## src/rtl/ta_pkg.sv

```systemverilog
package ta_pkg;

  typedef enum logic [1:0] {
    SZ_BYTE = 2'd0,
    SZ_HALF = 2'd1,
    SZ_WORD = 2'd2
  } acc_size_e;

  typedef enum logic [1:0] {
    SEL_ID   = 2'd0,
    SEL_CTRL = 2'd1,
    SEL_STAT = 2'd2,
    SEL_NONE = 2'd3
  } reg_sel_e;

  typedef struct packed {
    reg_sel_e sel;
    logic     width_ok;
  } decode_t;

endpackage

```

## src/rtl/ta_decode.sv

```systemverilog
module ta_decode
  import ta_pkg::*;
#(
  parameter int              ADDR_W   = 8,
  parameter logic [ADDR_W-1:0] ID_OFF   = 'h00,
  parameter logic [ADDR_W-1:0] CTRL_OFF = 'h20,
  parameter logic [ADDR_W-1:0] STAT_OFF = 'h28
) (
  input  logic [ADDR_W-1:0] addr,
  input  logic [1:0]        size,
  output decode_t           dec
);

  always_comb begin
    dec.width_ok = (acc_size_e'(size) == SZ_WORD);
    if (addr == ID_OFF)        dec.sel = SEL_ID;
    else if (addr == CTRL_OFF) dec.sel = SEL_CTRL;
    else if (addr == STAT_OFF) dec.sel = SEL_STAT;
    else                       dec.sel = SEL_NONE;
  end

endmodule

```

## src/rtl/ta_ctrl_reg.sv

```systemverilog
module ta_ctrl_reg #(
  parameter int                DATA_W     = 32,
  parameter logic [DATA_W-1:0] CTRL_MASK  = 32'h0100_0700,
  parameter logic [DATA_W-1:0] CTRL_RESET = 32'h0000_0200
) (
  input  logic              clk,
  input  logic              rst_n,
  input  logic              wr_en,
  input  logic [DATA_W-1:0] wdata,
  output logic [DATA_W-1:0] ctrl_q,
  output logic              rst_req
);

  logic [DATA_W-1:0] ctrl_d;

  always_comb begin
    ctrl_d  = ctrl_q;
    rst_req = 1'b0;
    if (wr_en) begin
      ctrl_d  = wdata & CTRL_MASK;
      rst_req = wdata[0];
    end
  end

  always_ff @(posedge clk or negedge rst_n) begin
    if (!rst_n)     ctrl_q <= CTRL_RESET;
    else if (wr_en) ctrl_q <= ctrl_d;
  end

endmodule

```

## src/rtl/ta_status_reg.sv

```systemverilog
module ta_status_reg (
  input  logic clk,
  input  logic rst_n,
  input  logic set_evt,
  input  logic clr_req,
  output logic tout_q
);

  logic tout_d;
  logic tout_en;

  always_comb begin
    tout_en = set_evt | clr_req;
    tout_d  = set_evt;   // a set in the same cycle as a clear wins
  end

  always_ff @(posedge clk or negedge rst_n) begin
    if (!rst_n)       tout_q <= 1'b0;
    else if (tout_en) tout_q <= tout_d;
  end

endmodule

```

## src/rtl/tgt_agent_regs.sv

```systemverilog
module tgt_agent_regs
  import ta_pkg::*;
#(
  parameter int                ADDR_W     = 8,
  parameter int                DATA_W     = 32,
  parameter logic [DATA_W-1:0] ID_VALUE   = 32'h5441_4754,
  parameter logic [DATA_W-1:0] CTRL_MASK  = 32'h0100_0700,
  parameter logic [DATA_W-1:0] CTRL_RESET = 32'h0000_0200,
  parameter logic [ADDR_W-1:0] ID_OFF     = 'h00,
  parameter logic [ADDR_W-1:0] CTRL_OFF   = 'h20,
  parameter logic [ADDR_W-1:0] STAT_OFF   = 'h28
) (
  input  logic              clk,
  input  logic              rst_n,
  input  logic              bus_sel,
  input  logic              bus_we,
  input  logic [1:0]        bus_size,
  input  logic [ADDR_W-1:0] bus_addr,
  input  logic [DATA_W-1:0] bus_wdata,
  output logic [DATA_W-1:0] bus_rdata,
  output logic              bus_err,
  input  logic              timeout_event,
  output logic              target_rst
);

  decode_t           dec;
  logic              acc_ok;
  logic              ctrl_wr;
  logic              rst_req;
  logic [DATA_W-1:0] ctrl_q;
  logic              tout_q;
  logic [DATA_W-1:0] rdata_d;
  logic              err_d;
  logic [DATA_W-1:0] rdata_q;
  logic              err_q;
  logic              trst_q;

  ta_decode #(
    .ADDR_W  (ADDR_W),
    .ID_OFF  (ID_OFF),
    .CTRL_OFF(CTRL_OFF),
    .STAT_OFF(STAT_OFF)
  ) u_dec (
    .addr(bus_addr),
    .size(bus_size),
    .dec (dec)
  );

  always_comb begin
    acc_ok  = bus_sel && dec.width_ok;
    ctrl_wr = acc_ok && bus_we && (dec.sel == SEL_CTRL);
  end

  ta_ctrl_reg #(
    .DATA_W    (DATA_W),
    .CTRL_MASK (CTRL_MASK),
    .CTRL_RESET(CTRL_RESET)
  ) u_ctrl (
    .clk    (clk),
    .rst_n  (rst_n),
    .wr_en  (ctrl_wr),
    .wdata  (bus_wdata),
    .ctrl_q (ctrl_q),
    .rst_req(rst_req)
  );

  ta_status_reg u_stat (
    .clk    (clk),
    .rst_n  (rst_n),
    .set_evt(timeout_event),
    .clr_req(rst_req),
    .tout_q (tout_q)
  );

  // response next-state
  always_comb begin
    rdata_d = '0;
    err_d   = 1'b0;
    if (bus_sel) begin
      if (!dec.width_ok || dec.sel == SEL_NONE) begin
        err_d = 1'b1;
      end else if (bus_we) begin
        err_d = (dec.sel != SEL_CTRL);
      end else begin
        case (dec.sel)
          SEL_ID:   rdata_d = ID_VALUE;
          SEL_CTRL: rdata_d = ctrl_q;
          SEL_STAT: rdata_d = {{(DATA_W-1){1'b0}}, tout_q};
          default:  rdata_d = '0;
        endcase
      end
    end
  end

  always_ff @(posedge clk or negedge rst_n) begin
    if (!rst_n) begin
      rdata_q <= '0;
      err_q   <= 1'b0;
      trst_q  <= 1'b0;
    end else begin
      rdata_q <= rdata_d;
      err_q   <= err_d;
      trst_q  <= rst_req;
    end
  end

  assign bus_rdata  = rdata_q;
  assign bus_err    = err_q;
  assign target_rst = trst_q;

endmodule

```

## config.mk

```make
export PLATFORM = sky130hd
export DESIGN_NAME = tgt_agent_regs
export DESIGN_NICKNAME = d
export VERILOG_FILES = /design/src/rtl/ta_pkg.sv /design/src/rtl/ta_decode.sv /design/src/rtl/ta_ctrl_reg.sv /design/src/rtl/ta_status_reg.sv /design/src/rtl/tgt_agent_regs.sv
export SDC_FILE = /design/constraint.sdc
export NUM_CORES = 1
export LEC_CHECK = 0
export BUFFER_PORTS_ARGS = -buffer_cell sky130_fd_sc_hd__buf_2
export CORE_ASPECT_RATIO = 1.25
export CORE_MARGIN = 5
export CORE_UTILIZATION = 30
export DETAILED_ROUTE_END_ITERATION = 10
export PLACE_DENSITY_LB_ADDON = 0.15
export SETUP_SLACK_MARGIN = 0.15
export SLEW_MARGIN = 10
export SYNTH_ARGS = -nofsm -noshare
export SYNTH_HDL_FRONTEND = slang
export SYNTH_SLANG_ARGS = --single-unit
```

## constraint.sdc

```tcl
create_clock -name clk -period 0.8 [get_ports clk]
set_input_delay 0.04 -clock clk [delete_from_list [all_inputs] [get_ports clk]]
set_output_delay 0.04 -clock clk [all_outputs]
set_load 0.03 [all_outputs]
```

======== Word level (Yosys, flattened, before mapping) ========
Index checks and enable logic that the tools add are counted.
word-level totals
  flip-flop bits (word level) ............. 39
  bits of input ports ..................... 47
  output and inout bits ................... 34
cells by class
  eq/ne operators ......................... 7
  multiplexer cells ....................... 11
  bitwise gates (word level) .............. 1
  reductions and logical operators ........ 7
operators with widths
  kind                                                                     number
  31-bit case mux with 3 select lines                                      1
  31-bit two-way mux                                                       2
  32-bit two-way mux                                                       1
  8-bit by 6-bit equality test with 1-bit output, second input constant    2
  8-bit zero test                                                          1
  2-bit equality test, second input constant                               3
  1-bit two-way mux                                                        5
  2-bit two-way mux                                                        2
  1-bit logical AND                                                        3
  2-bit by 1-bit equality test with 1-bit output, second input constant    1
  2-bit zero test                                                          1
  2-bit by 1-bit inequality test with 1-bit output, second input constant  1
  1-bit zero test                                                          1
  1-bit logical OR                                                         1
  1-bit OR                                                                 1

======== Depth between registers and ports, before layout ========
Gate-level depths: netlist of run 1.
  word-level depth ........................ 9
  gate-level depth with buffers ........... 4

======== Cells and area by module ========
A second synthesis of run 1 with hierarchy kept.
unflattened totals
  cell total of the unflattened synthesis .. 161
  area, all modules ....................... 1,761.7 um^2
by module, submodules not included
  module          times used  cells an instance  area an instance (um^2)
  tgt_agent_regs  1           114                1,313.8
  ta_ctrl_reg     1           38                 367.9
  ta_decode       1           6                  43.8
  ta_status_reg   1           3                  36.3

======== Worst setup path after synthesis of run 1 ========
No wires, ideal clock.
  path kind ............................... input to register
  start point ............................. input bus_addr[5]
  end point ............................... register u_ctrl.ctrl_q[10]
  arrival ................................. 0.866 ns
  required time ........................... 0.675 ns
  setup slack ............................. -0.191 ns
  stages on the path ...................... 4
  buffers on the path ..................... 1
  cells stage by stage .................... clkbuf_2 and4b_1 nand3_4 mux2_4
between the ends
  cells in the longest elaborated chain, start to end .. 6
  elaborated cells on any way between the ends .. 8
  those cells by class .................... eq/ne: 3; mux: 3; reduce/logical: 2
ends and longest elaborated chain
  what                                                RTL line              text
  start: declaration                                  tgt_agent_regs.sv:18  input logic [ADDR_W-1:0] bus_addr,
  8-bit by 6-bit equality test with 1-bit output      ta_decode.sv:18       else if (addr == STAT_OFF) dec.sel = SEL_STAT;
  1-bit two-way mux                                   ta_decode.sv:18
  2-bit two-way mux                                   ta_decode.sv:17       else if (addr == CTRL_OFF) dec.sel = SEL_CTRL;
  2-bit two-way mux (*)                               ta_decode.sv:16       if (addr == ID_OFF) dec.sel = SEL_ID;
  2-bit by 1-bit equality test with 1-bit output (*)  tgt_agent_regs.sv:51  ctrl_wr = acc_ok && bus_we && (dec.sel == SEL_CTRL);
  1-bit logical AND (*)                               tgt_agent_regs.sv:51
  end signal: assignment                              ta_ctrl_reg.sv:27     else if (wr_en) ctrl_q <= ctrl_d;
  end: declaration                                    ta_ctrl_reg.sv:10     output logic [DATA_W-1:0] ctrl_q,
Mark *: on every way between the ends. The rest lies on a longest branch, timed or not.
A chain may end at the register's enable or synchronous reset.

==> impl_metrics.yaml, run 1 <==
setup_path:
  crit_path_max_incr_delay_ps: 440
  critPathCaptureType: "primary output"
  cp_arrival_ps: 920
  timing.critical_path.max_delay_family: "flip-flops"
  worst-path-max-fanout: 9
  start_kind: "register"
  cpMaxStageDelayCell: "dfrtp_2"
  path_cells: "clkbuf_4"
  critical_path.n_buffers_inverters: 1
  critPathRequiredTime_ps: 760
  path_class: "register to primary output"
power_and_ir_drop:
  leakage_power_figure_nw: 0.569
  p_total_mw: 1.36
  power-per-cell-area_nw_per_um2: 1270
  vdd_drop_max_mv: 0.571
cells_and_area:
  num-nets-final: 156
  utilization_pct: 43.7
  fillers: 259
  flow.area_growth_from_synthesis_pct: 39.1
  flip_flop_and_latch_area_sq_um: 328
  multi_input_comb_area_sq_um: 342
  drive_gt1_share_pct: 60.2
  antenna_cells_inserted: 0
die:
  io-pin-count: 81
  core_sq_um: 2450
  floorplan_die_height_microns: 66.7
  die_area_sq_um: 3690
  initial_cell_density_of_the_core_pct: 31.4
  rows: 20
  die_w_microns: 55.3
grt:
  grt_pass1_vias: 593
  grt_antenna_before_repair: 0
  pin_count_of_the_biggest_net_entering_global_routing: 14
  grt_first_pass_wirelength_microns: 2530
  global_route.overflow_total: 0
  globalRouteTotalUtil_pct: 9.47
clock_network:
  ctsHoldBuffers: 2
  clk_pin_slew_worst_paths_ps: 80
  tritoncts: "built"
  clkLatencyLatePin_ps: 280
  cts.sinks: 13
  ctsRootBufferMaster: "clkbuf_4"
  cts_buffer_depth: 2
  htreeDepth: 1
  tritoncts_buffer_count: 3
placement:
  port_buffers: 35
  place.gp.congestion: 0.623
  detailed_place_hpwl_microns: 1240
routing:
  post_route_antenna_net_violation_count: 0
  avgViaCountPerCell: 3.90
  drt_first_pass_iters: 4
  remaining_drcs: 0
  finalWirelength_microns: 1580
  post_drt_wl_per_cell_microns: 11.2
  drtIter0Drc: 4
  vias: 550
timing:
  setup_slack_ps: -157
  hold_viol: 4
  slew_viol_final: 0
  worst_hold_slack_ps: -18.7
  grt_setup_unrepaired: "true"
  fin_setup_tns_ps: -1660
  fmax_mhz: 1040
  setup_viol: 16
  timing.final.crit_period_ps: 957
  portion_of_the_clock_cycle_consumed_by_the_worst_path_in_the_final_layout_pct: 120
  finalClockSkew_ps: 1.78
worst_hold_path:
  hold_class: "input port to register"
logic_synthesis:
  post_synth_instance_area_sq_um: 771
  synth_cell_types: 21
  synth_seq_area_share_pct: 42.4
  synth_area_per_cell_sq_um: 11.0
  yosys_warnings: 0
  synth-seq-cells: 13
  post_synthesis_cell_count: 70
outcome:
  run_status: "finished, violations left"
  violations: "hold timing, setup timing"
flow_run:
  drv.max_cap_violation_count: 0
synth_stat cells, drive strengths merged:
| cell | count | share of area (%) |
|---|---|---|
| dfstp | 1 | 3.4 |
| mux2 | 4 | 7.8 |
| nand2 | 2 | 0.97 |
| and4b | 1 | 1.3 |
| inv | 6 | 2.9 |
| nor4b | 1 | 3.1 |
| nand4 | 1 | 0.81 |
| a21o | 1 | 0.97 |
| nor2 | 2 | 0.97 |
| a21oi | 3 | 1.9 |
| clkbuf | 1 | 0.65 |
| conb | 1 | 0.49 |
| maj3 | 1 | 1.3 |
| nor3b | 1 | 0.97 |
| buf | 26 | 25 |
| nor4 | 2 | 3.6 |
| dfrtp | 12 | 39 |
| o21a | 1 | 0.97 |
| nand3 | 3 | 3.6 |
timing repair:
item | CTS | global route
resized for setup | 24 | 8
pin swaps | 7 | 1
endpoints found under the setup margin | 28 | 29
setup buffers | 2 | 0
hold endpoints to repair | 18 | 4
final cells by class:
class | count | area share (%)
repair buffers | 44 | 29.2
inverters | 6 | 2.10
flip-flops and latches | 13 | 30.6
clock buffers | 4 | 2.45
well taps | 33 | 3.85
multi-input cells | 41 | 31.9
worst paths after layout:
check | from | cells past startpoint | slack (ps) | endpoint
max in group asynchronous | rst_n | 2 | 350 | u_ctrl.ctrl_q[9]
setup / recovery | bus_rdata[28] | 1 | -160 | bus_rdata[14]
hold reg to reg | u_ctrl.ctrl_q[9] | 2 | 500 | bus_rdata[9]
min in group asynchronous | rst_n | 2 | 170 | bus_rdata[0]
hold / removal | bus_wdata[24] | 2 | -20 | u_ctrl.ctrl_q[24]
setup reg to reg | u_ctrl.ctrl_q[10] | 1 | 50 | u_ctrl.ctrl_q[10]
power by group:
part,internal (mW),leakage (nW),switching [mW]
Combinational,0.0889,0.385,0.191
Sequential,0.661,0.169,0.00226
Clock,0.194,0.0150,0.222
Total,0.944,0.569,0.415
layer usage:
layer  part of all wire (%)  up-vias  track usage, %
met5                      0        -               0
met4                    4.3        0            11.9
met3                    9.1        5            1.74
met2                     56       34            17.2
met1                     31      250            7.80
li1                       -      261               -
cell usage in the layout, fill, tap and decap left out, drive strengths merged:
master,n
dlygate4sd3,2
o21a,1
maj3,1
nand4,1
dfstp,1
nor3b,1
a21o,1
inv,6
dfrtp,12
nand3,3
nor2,2
nor4b,1
nor4,2
buf,41
nand2,2
mux2,4
and4b,1
clkbuf,5
a21oi,3
conb,18
cell families (layout without fill, tap and decap cells):
group	count (synthesis)	count (layout)	share of synthesized area [%]
flip-flops	13	13	42.4
AO/OA/AOI/OAI	5	5	3.90
other	1	18	0.487
multiplexers	4	4	7.79
AND/OR/NAND/NOR	13	13	15.3
buffers and inverters	33	54	28.9
adder cells (fa/ha/maj)	1	1	1.30
stage by stage:
stage	std cells	hold WS [ps]	worst slack [ps]	cell area, sq um
global route	141	-23.8	-212	1070
CTS	141	-25.0	-171	1040
detailed placement	133	-58.8	-376	890
global placement	133	-63.5	-344	890
finish	141	-18.7	-157	1070
floorplan	87	-256	-185	875
flip-flops by register name, indices dropped and copies added (netlist names):
name           count
bus_rdata          6
u_stat.tout_q      1
bus_err            1
u_ctrl.ctrl_q      4
target_rst         1
Power figures use the tool's default switching activity.
==> inputs of run 2 (changes only) <==
REMOVE_ABC_BUFFERS = 1   (was not set)
==> impl_metrics.yaml, run 2 (synthesized netlist as in run 1, its figures left out) <==
cells_and_area:
  leading_cell_type_in_the_layout_fill_and_taps_excluded: "conb_1"
  final_cell_count_no_fill: 141
  antenna_cells_inserted: 0
  largest_reg_flops: 6
  flow.area_growth_from_synthesis_pct: 41.2
  final_cell_mix: "18 x conb_1, 17 x buf_2, 12 x buf_6, 11 x dfrtp_1, 10 x buf_4"
  drive_gt1_share_pct: 59.3
  utilization_pct: 44.4
  num-nets-final: 156
timing:
  grt_setup_unrepaired: "true"
  worst_hold_slack_ps: -31.8
  slew_viol_final: 0
  fmax_mhz: 1050
  portion_of_the_clock_cycle_consumed_by_the_worst_path_in_the_final_layout_pct: 120
  setup_viol: 16
  timing.final.crit_period_ps: 956
  finalClockSkew_ps: 2.75
  hold_viol: 1
  setup_slack_ps: -156
power_and_ir_drop:
  power_frac_seq_pct: 49.8
  p_switching_uw: 387
  pwr-share-clk_pct: 29.2
  power-per-cell-area_nw_per_um2: 1220
  combinational_fraction_of_design_power_pct: 21.0
  intPower_uw: 945
  power_switching_share_pct: 29.0
  leakage_power_figure_nw: 0.568
  p_total_mw: 1.33
  vdd_drop_max_mv: 0.714
clock_network:
  ctsRootBufferMaster: "clkbuf_4"
  ctsHoldBuffers: 1
  tritoncts_buffer_count: 3
  clkLatencyLatePin_ps: 260
  cts_buffer_depth: 2
  cts.sinks: 13
  tritoncts: "built"
  htreeDepth: 1
  clk_pin_slew_worst_paths_ps: 80
setup_path:
  worstSetupStartpoint: "bus_rdata[28]"
  path_class: "register to primary output"
  cpMaxStageDelayCell: "dfrtp_2"
  critical_path.n_buffers_inverters: 1
  critPathCaptureType: "primary output"
  critPathRequiredTime_ps: 760
  crit_path_max_incr_delay_ps: 450
  path_cells: "clkbuf_4"
  rr_startpoint: "u_ctrl.ctrl_q[9]"
  cp_arrival_ps: 920
  crit-reg2reg-capture: "bus_rdata[9]"
  worst-path-max-fanout: 9
  rr_worst_depth: 2
  timing.critical_path.max_delay_family: "flip-flops"
  r2r_setup_slack_ps: 40
  start_kind: "register"
routing:
  post_drt_wl_per_cell_microns: 10.7
  drtIter0Drc: 8
  drt_first_pass_iters: 2
  vias: 534
  remaining_drcs: 0
  avgViaCountPerCell: 3.79
  post_route_antenna_net_violation_count: 0
  finalWirelength_microns: 1510
placement:
  placedCellCount: 133
  detailed_place_hpwl_microns: 1170
  port_buffers: 35
  dp_slack_ps: -302
  place.gp.congestion: 0.808
outcome:
  run_status: "finished, violations left"
  violations: "hold timing, setup timing"
worst_hold_path:
  hold_path_end: "u_stat.tout_q"
  hold_class: "input port to register"
  hold-path-cell-count: 2
  timing.hold.worst.start: "timeout_event"
grt:
  pin_count_of_the_biggest_net_entering_global_routing: 14
  grt_antenna_before_repair: 0
  grt_pass1_vias: 605
  globalRouteTotalUtil_pct: 9.57
  global_route.overflow_total: 0
  grt_first_pass_wirelength_microns: 2700
die:
  die_area_sq_um: 3690
  die_w_microns: 55.3
  floorplan_die_height_microns: 66.7
  rows: 20
  io-pin-count: 81
  initial_cell_density_of_the_core_pct: 31.4
  core_sq_um: 2450
flow_run:
  drv.max_cap_violation_count: 0
## run 2: cell types whose count changed in the layout (fill, tap and decap cells not counted), moves of 2 or more
cell,change
buf_4,+3
buf_2,-7
clkbuf_4,+2
buf_6,+2
## run 2: cell type report
class                      count  area [sq um]
multi-input combinational     41           328
inverter                       6          22.5
timing repair buffer          44           343
sequential                    13           328
clock buffer                   4          26.3
fill                         251          1360
tap                           33          41.3
## run 2: timing repair
item                                   CTS  global route
endpoints found under the hold margin   16             5
gates resized for setup                 34             7
pin swaps                                9             3
buffers inserted                         3             0
setup endpoints to repair               28            29
## run 2: through the flow
stage	TNS, ps	instance area [sq um]
2_1_floorplan	-11080	634
3_3_place_gp	-3330	888
3_5_place_dp	-3440	888
4_1_cts	-1520	1070
5_1_grt	-2730	1090
6_report	-1450	1090
## run 2: worst max-delay path by stage
stage | end | slack (ps) | depth (start not counted)
after detailed placement | u_ctrl.ctrl_q[24] | -300 | 4
after global placement | bus_rdata[0] | -290 | 5
after global routing | bus_rdata[30] | -220 | 1
after CTS | bus_rdata[30] | -150 | 1
final | bus_rdata[14] | -160 | 1
after floorplan | bus_rdata[14] | -1140 | 0
## run 2: per-layer routing
layer / track usage, % / part of all wire (%) / up-vias
li1: - / - / 258
met2: 17.6 / 54 / 37
met1: 9.65 / 36 / 239
met3: 2.13 / 10 / 0
met4: 6.38 / 0 / 0
met5: 0 / 0 / -
## run 2: power groups by stage
stage | Clock, mW | Sequential [mW] | Combinational (mW)
3_3_place_gp | 0 | 0.676 | 0.240
5_1_grt | 0.459 | 0.664 | 0.301
6_report | 0.389 | 0.663 | 0.279
2_1_floorplan | 0 | 0.682 | 0.137
4_1_cts | 0.403 | 0.663 | 0.274
3_5_place_dp | 0 | 0.676 | 0.242
==> inputs of run 3 (changes only) <==
CORE_UTILIZATION = 31   (was 30)
CTS_BUF_LIST = sky130_fd_sc_hd__clkbuf_8 sky130_fd_sc_hd__clkbuf_16   (was not set)
==> impl_metrics.yaml, run 3 (synthesized netlist as in run 1, its figures left out) <==
outcome:
  run_status: "finished, violations left"
  violations: "hold timing, setup timing"
setup_path:
  crit_path_max_incr_delay_ps: 450
  critPathRequiredTime_ps: 760
  timing.critical_path.max_delay_family: "flip-flops"
  cpMaxStageDelayCell: "dfrtp_2"
  cp_arrival_ps: 880
  worst-path-max-fanout: 9
  critical_path.n_buffers_inverters: 1
  critPathCaptureType: "primary output"
  path_cells: "buf_4"
  start_kind: "register"
  path_class: "register to primary output"
placement:
  dp_slack_ps: -347
  placed_cell_area_sq_um: 896
  detailed_place_hpwl_microns: 1210
  port_buffers: 35
  place.gp.congestion: 0.727
clock_network:
  clkLatencyLatePin_ps: 240
  ctsHoldBuffers: 1
  tritoncts_buffer_count: 3
  ctsRootBufferMaster: "clkbuf_8"
  tritoncts: "built"
  cts.sinks: 13
  htreeDepth: 1
  cts_buffer_depth: 2
  clk_pin_slew_worst_paths_ps: 50
cells_and_area:
  flip_flop_and_latch_area_sq_um: 328
  drive_gt1_share_pct: 60.2
  final_cell_mix: "18 x conb_1, 17 x buf_4, 15 x buf_2, 11 x dfrtp_1, 11 x buf_6"
  flow.area_growth_from_synthesis_pct: 44.6
  largest_reg_flops: 6
  antenna_cells_inserted: 0
  leading_cell_type_in_the_layout_fill_and_taps_excluded: "conb_1"
  finish.instance_area_sq_um: 1110
  multi_input_comb_area_sq_um: 342
  num-nets-final: 156
  fillers: 237
power_and_ir_drop:
  power_frac_seq_pct: 44.0
  pwr-share-clk_pct: 37.7
  power_switching_share_pct: 27.9
  intPower_mw: 1.09
  p_switching_uw: 422
  power-per-cell-area_nw_per_um2: 1360
  combinational_fraction_of_design_power_pct: 18.3
  leakage_power_figure_nw: 0.582
  vdd_drop_max_mv: 0.478
timing:
  hold_viol: 1
  slew_viol_final: 0
  portion_of_the_clock_cycle_consumed_by_the_worst_path_in_the_final_layout_pct: 115
  setup_viol: 15
  worst_hold_slack_ps: -12.6
  timing.final.crit_period_ps: 919
  setup_slack_ps: -119
  grt_setup_unrepaired: "true"
  finalClockSkew_ps: 0.399
  fmax_mhz: 1090
grt:
  global_route.overflow_total: 0
  grt_pass1_vias: 557
  grt_first_pass_wirelength_microns: 2250
  grt_antenna_before_repair: 0
  pin_count_of_the_biggest_net_entering_global_routing: 14
  globalRouteTotalUtil_pct: 9.02
die:
  rows: 20
  core_sq_um: 2400
  die_w_microns: 54.6
  initial_cell_density_of_the_core_pct: 32.1
  die_area_sq_um: 3590
  io-pin-count: 81
  floorplan_die_height_microns: 65.8
worst_hold_path:
  hold_class: "input port to register"
routing:
  drtIter0Drc: 8
  remaining_drcs: 0
  post_drt_wl_per_cell_microns: 10.8
  drt_first_pass_iters: 4
  finalWirelength_microns: 1530
  vias: 543
  post_route_antenna_net_violation_count: 0
  avgViaCountPerCell: 3.85
flow_run:
  drv.max_cap_violation_count: 0
run 3: cell types whose count changed in the layout (fill, tap and decap cells not counted), sizes merged:
cell / change
clkbuf: -4
buf: +3
inv: +1
run 3: path summary, 6_finish.rpt:
| path | startpoint | end | slack (ps) | cells after the start |
|---|---|---|---|---|
| hold / removal | timeout_event | u_stat.tout_q | -10 | 2 |
| min in group asynchronous | rst_n | bus_err | 220 | 2 |
| setup / recovery | bus_rdata[28] | bus_rdata[22] | -120 | 1 |
| max in group asynchronous | rst_n | u_ctrl.ctrl_q[9] | 300 | 2 |
| hold reg to reg | u_ctrl.ctrl_q[9] | bus_rdata[9] | 490 | 2 |
| setup reg to reg | u_ctrl.ctrl_q[24] | u_ctrl.ctrl_q[24] | 60 | 1 |
run 3: layout make-up:
class	instances	share of cell area (%)
Multi-Input combinational cell	41	30.6
Clock buffer	3	3.70
Clock inverter	1	0.337
Inverter	6	2.02
Tap cell	33	3.70
Timing Repair Buffer	44	30.2
Sequential cell	13	29.4
run 3: power groups by stage:
| stage | logic, mW | clock network [mW] | registers [mW] |
|---|---|---|---|
| final | 0.277 | 0.570 | 0.665 |
| after global routing | 0.298 | 0.622 | 0.665 |
| after CTS | 0.265 | 0.580 | 0.665 |
| after detailed placement | 0.243 | 0 | 0.676 |
| after global placement | 0.240 | 0 | 0.676 |
| after floorplan | 0.137 | 0 | 0.682 |
run 3: what timing repair did:
item | CTS | global route
pin swaps | 7 | 3
endpoints found under the hold margin | 14 | 1
endpoints found under the setup margin | 29 | 29
buffers inserted | 0 | 2
gates resized for setup | 34 | 8
run 3: layer usage:
metal	GRT usage (%)	wire length, microns	up-vias
met3	1.13	183	4
met4	6.54	44	0
met1	7.83	483	245
met5	0	0	-
li1	-	-	258
met2	17.3	816	36
run 3: stage by stage:
step / power (mW) / TNS [ps] / hold slack, ps / instances / utilization, %
floorplan: 0.818 / -11080 / -256 / 60 / -
finish: 1.51 / -1310 / -12.6 / 141 / 46.4
global placement: 0.916 / -3550 / -63.7 / 134 / 37.3
CTS: 1.51 / -1470 / -11.2 / 139 / 44.1
global route: 1.59 / -2210 / -1.75 / 141 / 46.4
detailed placement: 0.918 / -3660 / -64.0 / 134 / 37.3
